--- src/rtl/tfr_pkg.sv ---
package tfr_pkg;

    localparam int WORD_W = 32;
    localparam int ENT_W  = 16;
    localparam int BYTE_W = 8;

    // flag_clr bit positions
    localparam int CLR_OUT_SVC = 0;
    localparam int CLR_IN_SVC  = 1;
    localparam int CLR_OVF     = 2;

    typedef struct packed {
        logic [BYTE_W-1:0] tag;
        logic [BYTE_W-1:0] data;
    } tfr_entry_t;

    typedef struct packed {
        tfr_entry_t hi;
        tfr_entry_t lo;
    } tfr_word_t;

    // block size in entries for a size code
    function automatic int blk_entries(input int code);
        case (code)
            0:       return 4;
            1:       return 16;
            default: return 32;
        endcase
    endfunction

    // raw slot count for a block code and fifo code
    function automatic int fifo_slots(input int blk_code, input int fifo_code);
        return blk_entries(blk_code) * (2 << fifo_code);
    endfunction

endpackage

--- src/rtl/tfr_fifo.sv ---
module tfr_fifo #(
    parameter int W     = 16,
    parameter int DEPTH = 8,
    localparam int AW   = $clog2(DEPTH)
) (
    input  logic         clk,
    input  logic         rst,
    input  logic         push_a,
    input  logic [W-1:0] din_a,
    input  logic         push_b,
    input  logic [W-1:0] din_b,
    input  logic         pop,
    output logic [W-1:0] dout,
    output logic [AW:0]  count
);
    logic [W-1:0]  mem [DEPTH];
    logic [AW-1:0] wr_ptr;
    logic [AW-1:0] rd_ptr;
    logic          pop_ok;

    assign pop_ok = pop && (count != '0);
    assign dout   = mem[rd_ptr];

    always_ff @(posedge clk) begin
        if (push_a) mem[wr_ptr] <= din_a;
        if (push_a && push_b) mem[wr_ptr + AW'(1)] <= din_b;
    end

    always_ff @(posedge clk) begin
        if (rst) begin
            wr_ptr <= '0;
            rd_ptr <= '0;
            count  <= '0;
        end else begin
            wr_ptr <= wr_ptr + AW'(push_a) + AW'(push_a && push_b);
            rd_ptr <= rd_ptr + AW'(pop_ok);
            count  <= count + (AW+1)'(push_a) + (AW+1)'(push_a && push_b)
                            - (AW+1)'(pop_ok);
        end
    end
endmodule

--- src/rtl/tfr_xfer_counter.sv ---
module tfr_xfer_counter #(
    parameter int CNT_W = 9,
    parameter int BLK   = 4,
    localparam int BW   = $clog2(BLK)
) (
    input  logic             clk,
    input  logic             rst,
    input  logic             load,
    input  logic [CNT_W-1:0] load_val,
    input  logic             blk_mode,
    input  logic             step,
    output logic             last,
    output logic             done,
    output logic             svc_pulse
);
    logic [CNT_W-1:0] remaining;
    logic [BW-1:0]    blk_cnt;
    logic             live;
    logic             blk_edge;

    assign last      = (remaining == CNT_W'(1));
    assign live      = step && (remaining != '0);
    assign blk_edge  = blk_mode && (blk_cnt == BW'(BLK - 1));
    assign svc_pulse = live && (last || blk_edge);

    always_ff @(posedge clk) begin
        if (rst) begin
            remaining <= '0;
            blk_cnt   <= '0;
            done      <= 1'b0;
        end else if (load) begin
            remaining <= load_val;
            blk_cnt   <= '0;
            done      <= 1'b0;
        end else if (live) begin
            remaining <= remaining - CNT_W'(1);
            blk_cnt   <= blk_cnt + BW'(1);
            if (last) done <= 1'b1;
        end
    end
endmodule

--- src/rtl/tfr_out_path.sv ---
module tfr_out_path
    import tfr_pkg::*;
#(
    parameter int DEPTH = 8,
    localparam int AW   = $clog2(DEPTH)
) (
    input  logic              clk,
    input  logic              rst,
    input  logic              wr_en,
    input  logic [WORD_W-1:0] wr_word,
    input  logic              ent_ready,
    output logic              ent_valid,
    output logic [ENT_W-1:0]  ent_data,
    output logic              out_full,
    output logic              drop,
    output logic              step
);
    tfr_word_t   word;
    logic [AW:0] count;
    logic [AW:0] free;
    logic        two;
    logic        fits;
    logic        accept;

    assign word   = tfr_word_t'(wr_word);
    assign two    = (word.hi != '0);
    assign free   = (AW+1)'(DEPTH) - count;
    assign fits   = two ? (free >= (AW+1)'(2)) : (free >= (AW+1)'(1));
    assign accept = wr_en && fits;
    assign drop   = wr_en && !fits;

    assign ent_valid = (count != '0);
    assign out_full  = (free < (AW+1)'(2));
    assign step      = ent_valid && ent_ready;

    tfr_fifo #(.W(ENT_W), .DEPTH(DEPTH)) u_fifo (
        .clk    (clk),
        .rst    (rst),
        .push_a (accept),
        .din_a  (word.lo),
        .push_b (accept && two),
        .din_b  (word.hi),
        .pop    (step),
        .dout   (ent_data),
        .count  (count)
    );
endmodule

--- src/rtl/tfr_in_path.sv ---
module tfr_in_path
    import tfr_pkg::*;
#(
    parameter int WORDS = 4,
    localparam int AW   = $clog2(WORDS)
) (
    input  logic              clk,
    input  logic              rst,
    input  logic              rx_valid,
    input  logic [BYTE_W-1:0] rx_byte,
    input  logic              last_byte,
    input  logic              rd_en,
    output logic              rx_ready,
    output logic              take,
    output logic [WORD_W-1:0] rd_word,
    output logic              in_not_empty
);
    logic [AW:0]       count;
    logic              staged;
    logic [BYTE_W-1:0] stage_byte;
    logic              push;
    tfr_word_t         packed_word;

    assign rx_ready     = (count != (AW+1)'(WORDS));
    assign take         = rx_valid && rx_ready;
    assign push         = take && (staged || last_byte);
    assign in_not_empty = (count != '0);

    always_comb begin
        packed_word = '0;
        if (staged) begin
            packed_word.lo.data = stage_byte;
            packed_word.hi.data = rx_byte;
        end else begin
            packed_word.lo.data = rx_byte;
        end
    end

    always_ff @(posedge clk) begin
        if (rst) begin
            staged     <= 1'b0;
            stage_byte <= '0;
        end else if (take) begin
            if (staged || last_byte) begin
                staged <= 1'b0;
            end else begin
                staged     <= 1'b1;
                stage_byte <= rx_byte;
            end
        end
    end

    tfr_fifo #(.W(WORD_W), .DEPTH(WORDS)) u_fifo (
        .clk    (clk),
        .rst    (rst),
        .push_a (push),
        .din_a  (packed_word),
        .push_b (1'b0),
        .din_b  ('0),
        .pop    (rd_en),
        .dout   (rd_word),
        .count  (count)
    );
endmodule

--- src/rtl/tfr_repacker.sv ---
module tfr_repacker
    import tfr_pkg::*;
#(
    parameter int OUT_BLK_CODE  = 0,
    parameter int OUT_FIFO_CODE = 0,
    parameter int IN_BLK_CODE   = 0,
    parameter int IN_FIFO_CODE  = 0,
    parameter int CNT_W         = 9
) (
    input  logic             clk,
    input  logic             rst,
    input  logic             out_blk_mode,
    input  logic             in_blk_mode,
    input  logic             out_cnt_load,
    input  logic [CNT_W-1:0] out_cnt_val,
    input  logic             in_cnt_load,
    input  logic [CNT_W-1:0] in_cnt_val,
    input  logic [2:0]       flag_clr,
    input  logic             wr_en,
    input  logic [31:0]      wr_word,
    input  logic             rd_en,
    output logic [31:0]      rd_word,
    output logic             ent_valid,
    output logic [15:0]      ent_data,
    input  logic             ent_ready,
    input  logic             rx_valid,
    input  logic [7:0]       rx_byte,
    output logic             rx_ready,
    output logic             out_not_empty,
    output logic             in_not_empty,
    output logic             out_full,
    output logic             out_svc,
    output logic             in_svc,
    output logic             out_done,
    output logic             in_done,
    output logic             out_ovf
);
    localparam int OUT_BLK   = blk_entries(OUT_BLK_CODE);
    localparam int OUT_DEPTH = fifo_slots(OUT_BLK_CODE, OUT_FIFO_CODE);
    localparam int IN_BLK    = blk_entries(IN_BLK_CODE);
    localparam int IN_WORDS  = fifo_slots(IN_BLK_CODE, IN_FIFO_CODE) / 2;

    logic out_step;
    logic out_drop;
    logic out_pulse;
    logic out_last;
    logic in_take;
    logic in_pulse;
    logic in_last;

    tfr_out_path #(.DEPTH(OUT_DEPTH)) u_out (
        .clk       (clk),
        .rst       (rst),
        .wr_en     (wr_en),
        .wr_word   (wr_word),
        .ent_ready (ent_ready),
        .ent_valid (ent_valid),
        .ent_data  (ent_data),
        .out_full  (out_full),
        .drop      (out_drop),
        .step      (out_step)
    );

    tfr_in_path #(.WORDS(IN_WORDS)) u_in (
        .clk          (clk),
        .rst          (rst),
        .rx_valid     (rx_valid),
        .rx_byte      (rx_byte),
        .last_byte    (in_last),
        .rd_en        (rd_en),
        .rx_ready     (rx_ready),
        .take         (in_take),
        .rd_word      (rd_word),
        .in_not_empty (in_not_empty)
    );

    tfr_xfer_counter #(.CNT_W(CNT_W), .BLK(OUT_BLK)) u_out_cnt (
        .clk       (clk),
        .rst       (rst),
        .load      (out_cnt_load),
        .load_val  (out_cnt_val),
        .blk_mode  (out_blk_mode),
        .step      (out_step),
        .last      (out_last),
        .done      (out_done),
        .svc_pulse (out_pulse)
    );

    tfr_xfer_counter #(.CNT_W(CNT_W), .BLK(IN_BLK)) u_in_cnt (
        .clk       (clk),
        .rst       (rst),
        .load      (in_cnt_load),
        .load_val  (in_cnt_val),
        .blk_mode  (in_blk_mode),
        .step      (in_take),
        .last      (in_last),
        .done      (in_done),
        .svc_pulse (in_pulse)
    );

    assign out_not_empty = ent_valid;

    always_ff @(posedge clk) begin
        if (rst) begin
            out_svc <= 1'b0;
            in_svc  <= 1'b0;
            out_ovf <= 1'b0;
        end else begin
            if (out_pulse)                     out_svc <= 1'b1;
            else if (flag_clr[CLR_OUT_SVC])    out_svc <= 1'b0;
            if (in_pulse)                      in_svc  <= 1'b1;
            else if (flag_clr[CLR_IN_SVC])     in_svc  <= 1'b0;
            if (out_drop)                      out_ovf <= 1'b1;
            else if (flag_clr[CLR_OVF])        out_ovf <= 1'b0;
        end
    end

    logic unused_last;
    assign unused_last = out_last;
endmodule

--- config.mk ---
export PLATFORM = sky130hd
export DESIGN_NAME = tfr_repacker
export DESIGN_NICKNAME = d
export VERILOG_FILES = /design/src/rtl/tfr_pkg.sv /design/src/rtl/tfr_fifo.sv /design/src/rtl/tfr_xfer_counter.sv /design/src/rtl/tfr_out_path.sv /design/src/rtl/tfr_in_path.sv /design/src/rtl/tfr_repacker.sv
export SDC_FILE = /design/constraint.sdc
export NUM_CORES = 1
export LEC_CHECK = 0
export CELL_PAD_IN_SITES_DETAIL_PLACEMENT = 0
export CELL_PAD_IN_SITES_GLOBAL_PLACEMENT = 1
export CORE_MARGIN = 5
export CORE_UTILIZATION = 38
export DETAILED_ROUTE_END_ITERATION = 10
export DONT_BUFFER_PORTS = 1
export PLACE_DENSITY_LB_ADDON = 0.1
export SLEW_MARGIN = 10
export SYNTH_ARGS = -nofsm -noshare
export SYNTH_HDL_FRONTEND = slang
export SYNTH_SLANG_ARGS = --single-unit
--- constraint.sdc ---
create_clock -name clk -period 5 [get_ports clk]
set_input_delay 0.75 -clock clk [delete_from_list [all_inputs] [get_ports clk]]
set_output_delay 0.75 -clock clk [all_outputs]
set_load 0.01 [all_outputs]
Yosys cells after proc, flatten, opt, wreduce, memory -nomap -nowiden:

Memory sizes are Yosys's and may differ from the RTL's. A register that Yosys moved wholly into a read port is not among the register bits.
Index checks and enable logic that the tools add are counted.

* add/sub/neg operators: 16
* $lt $le $gt $ge: 3
* equality and inequality tests: 5
* mux-type cells: 22
* bitwise gates (word level): 1
* reduce and logical (&&, ||, !) cells: 34

Operators by type and width (number)
* $mux W9: 4
* $eq A9 B1 Y1 const B: 2
* $reduce_bool A9 Y1: 2
* $sub A9 B1 Y9 const B: 2
* $mux W8: 2
* $reduce_bool A16 Y1: 1
* $logic_and A1 B1 Y1: 15
* $mux W1: 14
* $add A3 B1 Y3: 4
* $reduce_bool A2 Y1: 5
* $add A4 B1 Y4: 2
* $reduce_and A2 Y1: 3
* $add A2 B1 Y2: 2
* $add A2 B1 Y2 const B: 2
* $eq A2 B2 Y1 const B: 2
* $ge A4 B1 Y1 const B: 1
* $ge A4 B2 Y1 const B: 1
* $lt A4 B2 Y1 const B: 1
* $reduce_bool A4 Y1: 1
* $reduce_or A2 Y1: 2
* $sub A4 B1 Y4: 1
* $sub A4 B4 Y4 const A: 1
* $add A3 B1 Y3 const B: 1
* $logic_or A1 B1 Y1: 3
* 7 further kinds: 7

* register bits: 53
* bits in writable memories: 192
* input port bits: 71
* output and inout bits: 58
* memories kept: 2

Memory list
* u_out.u_fifo.mem: words 8, bits a word 16, rd ports 1, clocked after memory_dff 1, wr ports 2, RTL line tfr_fifo.sv:16 `logic [W-1:0] mem [DEPTH];`
* u_in.u_fifo.mem: words 4, bits a word 16, rd ports 1, clocked after memory_dff 1, wr ports 1, RTL line tfr_fifo.sv:16

Longest topological paths before layout:

* depth after elaboration: 8
* mapped depth: 14
* mapped depth without buffers: 13

Cells and area by module:

Synthesis repeated with hierarchy kept, for this count alone.

* cell total of the unflattened synthesis: 1018
* area, all modules: 16105.4 um^2

By module, submodules not included
* tfr_fifo at u_out.u_fifo: times used 1, cells an instance 402, area each 7061.8 um^2
* tfr_fifo at u_in.u_fifo: times used 1, cells an instance 356, area each 6595.1 um^2
* tfr_xfer_counter: times used 2, cells an instance 80, area each 757.0 um^2
* tfr_in_path: times used 1, cells an instance 62, area each 631.9 um^2
* tfr_out_path: times used 1, cells an instance 25, area each 190.2 um^2
* tfr_repacker: times used 1, cells an instance 13, area each 112.6 um^2

Least setup slack after synthesis:

OpenSTA, ideal clock, no wires.

* path kind: in2reg
* from: input wr_word[19]
* to: memory u_out.u_fifo.mem[0][0] (enable)
* arrival time: 3245 ps
* data required time: 4564 ps
* slack: 1320 ps
* stages: 5
* path through: nor4_1 nand4_1 nand3_1 o21ai_1 o41ai_1

RTL lines
* start: declaration: RTL line tfr_repacker.sv:20 `input logic [31:0] wr_word,`
* end: declaration: RTL line tfr_fifo.sv:16

==> flow_summary_export.csv <==
group,metric,value,unit
cts,post_cts_buffers,0,
sta,finalSetupTns,0,ps
worst_setup_path,path_class,"reg -> reg",
min_path,hold_path_class,"in -> reg",
routing,via_count,6546,
synthesis,dominantRegCellSynth,"edfxtp_1",
cts,clk_path_buf_depth,3,
sta,tightest_slew,1000,ps
routing,wirelength,27.6,mm
worst_setup_path,reg2reg_to,"u_out.u_fifo.mem[5][13]",
synthesis,async_flop_share,0,
final_layout,num-fill-cells,2765,
routing,drt_pass1_iterations,4,
synthesis,yosys.area.top_type,"edfxtp_1",
cts,numCtsBuffers,28,
floorplanning,die_area,35000,µm²
worst_setup_path,cp_top_family,"simple AND/OR/NAND/NOR gates",
sta,drv_slew,0,
worst_setup_path,worst-path-buf-inv,2,
sta,clock.fmax,0.277,GHz
placed_design,detailed_place_hpwl,17.3,mm
sta,finClkSkew,8.81,ps
grt,grt_pass1_wl,42.6,mm
job,max_cap_viol_count,0,
placed_design,pre_cts_slack,1420,ps
final_layout,multi_input_area,4770,µm²
routing,avgRoutedWirePerCell,22.9,µm
worst_setup_path,critPathArrivalTime,3810,ps
cts,cts_hold_buffers,0,
floorplanning,core,30700,µm²
routing,vias_per_cell,5.43,
final_layout,post_layout_nonfiller_instances,1206,
floorplanning,dieHeight,187,µm
final_layout,synthToLayoutAreaGrowth,11.5,%
synthesis,synth_seq_cells,245,
cts,htreeDepth,1,
synthesis,yosysMostFrequentCell,"edfxtp_1",
worst_setup_path,rrSetupSlack,1390,ps
grt,grt_overflow,0,
worst_setup_path,worst_setup_path_start_kind,"flop",
synthesis,yosys_warnings,0,
routing,wl_met3,1.71,mm
sta,fin_ws,1390,ps
synthesis,yosys-top-cells-count,"edfxtp_1, mux2_2, dfxtp_1",
worst_setup_path,critPathMaxStageDelay,820,ps
worst_setup_path,critical_path_required,5200,ps
synthesis,synth_cell_types,55,
power_and_ir_drop,peakVddDrop,0.267,mV
cts,clock_sinks,245,
run_status,status,"finished, final reports clean",
cts,cts_tree,"built",
synthesis,syn_inst,782,
worst_setup_path,crit_path_top_delay_cell,"nand2_1",
worst_setup_path,crit_chain,"inv_1, ha_1, xnor2_1, nor3_1, a21boi_1, nand2_1, o21ai_1, buf_4",
floorplanning,start_util,0.387,
sta,layout_worst_path_cycle_share,0.721,
min_path,hold_depth,1,
grt,grtUsageTotal,0.156,
sta,setup_violations,0,
placed_design,dpl.cell_count,1154,
cts,post_cts_resized,0,
sta,hold_viol,0,
worst_setup_path,end_kind,"flop",
cts,cts-root-buf,"clkbuf_16",
placed_design,place_congestion,0.757,
power_and_ir_drop,powerDensity,526,nW/µm²
placed_design,io_buffer_count,0,
min_path,holdCritStartpoint,"out_cnt_load",
synthesis,synth_edf_count,192,
routing,wl_met2,13.3,mm
routing,drc,0,
grt,antenna_found_initial,1,
sta,relSlewSlack,0.331,
routing,top_layer_used,"met5",
floorplanning,die_x,187,µm
synthesis,synth_area_leaders,"edfxtp_1, mux2_2, mux4_2",
min_path,holdPathEnd,"u_out_cnt.done",
cts,clock_latency,540,ps
synthesis,seq_area_frac_synth,0.573,
worst_setup_path,ff2ff_path_depth,8,
final_layout,finalNetCount,885,
grt,grt_max_degree,54,
sta,rsz0062_at_grt,"no",
grt,grt_pass1_vias,6914,
routing,drtIter0Drc,399,
sta,timing.final.crit_period,3610,ps
final_layout,n_antenna_cell,0,
power_and_ir_drop,leakage,4.51,nW
floorplanning,rows,64,
worst_setup_path,worst-path-max-fanout,17,
floorplanning,io_pins,129,
routing,antenna_left,0,
worst_setup_path,r2r_start,"u_out.u_fifo.count[1]",
cts,path_clk_slew,60,ps
final_layout,drive_above_1_share,0.347,
final_layout,finalCoreUtilization,0.432,
final_layout,area.sequential,6830,µm²
synthesis,syn-cell-area,11900,µm²
synthesis,synth_top_area_frac,0.484,
routing,wl_met1,12.0,mm
synthesis,avgSynthCellArea,15.2,µm²
==> worst max-delay path by stage <==
stage | start | to | slack (ps) | cells after the start
2_1_floorplan | wr_word[19] | u_out.u_fifo.mem[0][0] | 1320 | 5
5_1_grt | u_out.u_fifo.count[1] | u_out.u_fifo.mem[5][13] | 1070 | 8
4_1_cts | u_out.u_fifo.rd_ptr[0] | ent_data[4] | 1310 | 3
3_5_place_dp | u_out.u_fifo.count[1] | u_out.u_fifo.mem[5][3] | 1420 | 8
6_report | u_out.u_fifo.count[1] | u_out.u_fifo.mem[5][13] | 1390 | 8
3_3_place_gp | wr_word[19] | u_out.u_fifo.count[2] | 1430 | 9
==> worst reg2reg max path: cells and delay by family (launching register included) <==
kind                     cells  cell delay [ps]
AND/OR/NAND/NOR              2              940
flip-flops                   1              440
buffers and inverters        2              480
AO/OA/AOI/OAI                2              930
adder cells (fa/ha/maj)      1              250
XOR/XNOR                     1              220
==> power by group <==
part | internal, W | switching (W) | total (W) | leakage, nW
combinational | 0.000928 | 0.00111 | 0.00204 | 1.84
clock | 0.00130 | 0.000799 | 0.00210 | 0.479
sequential | 0.00265 | 0.000207 | 0.00286 | 2.19
==> cell usage in the layout, fill, tap and decap left out, types with 3 or more instances in the layout <==
cell type	synthesis	layout
clkbuf_8	0	6
mux2_4	18	18
nor2_1	43	43
and2_1	10	10
a21oi_1	12	12
nand3b_2	3	3
clkbuf_16	0	30
or3_1	6	6
mux2_2	134	134
edfxtp_1	192	192
o21ai_1	2	5
mux2i_1	10	10
clkbuf_1	23	7
clkinv_2	0	3
buf_4	19	18
dfxtp_1	53	52
conb_1	1	16
nand2b_1	3	3
a211oi_1	12	12
nor3_1	16	15
mux4_2	48	48
xnor2_1	21	21
o21ai_0	6	3
nand3_1	8	8
nor4_1	9	9
nand2_1	21	21
a21boi_1	3	3
a311oi_1	3	3
inv_1	21	21
fa_1	4	4
nand4_1	3	3
ha_1	22	22
nor2b_1	8	8
==> per-layer routing <==
metal	vias to the layer above	track usage
met5	-	0
met4	2	0.0336
met3	38	0.0304
met2	166	0.260
met1	3340	0.214
li1	3000	-
==> kinds of logic after synthesis <==
logic type	share of synthesized area
multiplexers	0.249
AO/OA/AOI/OAI	0.0276
buffers and inverters	0.0348
flip-flops	0.573
AND/OR/NAND/NOR	0.0688
XOR/XNOR	0.0169
other	0.000315
adder cells (fa/ha/maj)	0.0298
==> layout make-up <==
type                       instances  area share
clock buffer                      45      0.0659
clock inverter                     7     0.00716
inverter                          21     0.00594
multi-input combinational        474       0.359
sequential                       245       0.514
tap                              396      0.0373
timing repair buffer              18      0.0102
==> state kept, by name, indices dropped and copies added (netlist names), 2 cells and up <==
name and flops:
u_in.u_fifo.wr_ptr 2, u_in.u_fifo.rd_ptr 2, u_out_cnt.remaining 9, u_out_cnt.blk_cnt 2, u_in.stage_byte 8, u_in_cnt.blk_cnt 2, u_in.u_fifo.count 3, u_out.u_fifo.mem 128
u_out.u_fifo.count 4, u_out.u_fifo.rd_ptr 3, u_in_cnt.remaining 9, u_in.u_fifo.mem 64, u_out.u_fifo.wr_ptr 3
==> metrics by stage <==
stage          total power [W]  area (µm²)  hold slack (ps)
2_1_floorplan          0.00443       12000              458
3_3_place_gp           0.00493       12300              471
3_5_place_dp           0.00498       12300              482
4_1_cts                0.00711       13300              246
5_1_grt                0.00738       13300              249
6_report               0.00699       13300              278
(Power assumes the default switching activity.)
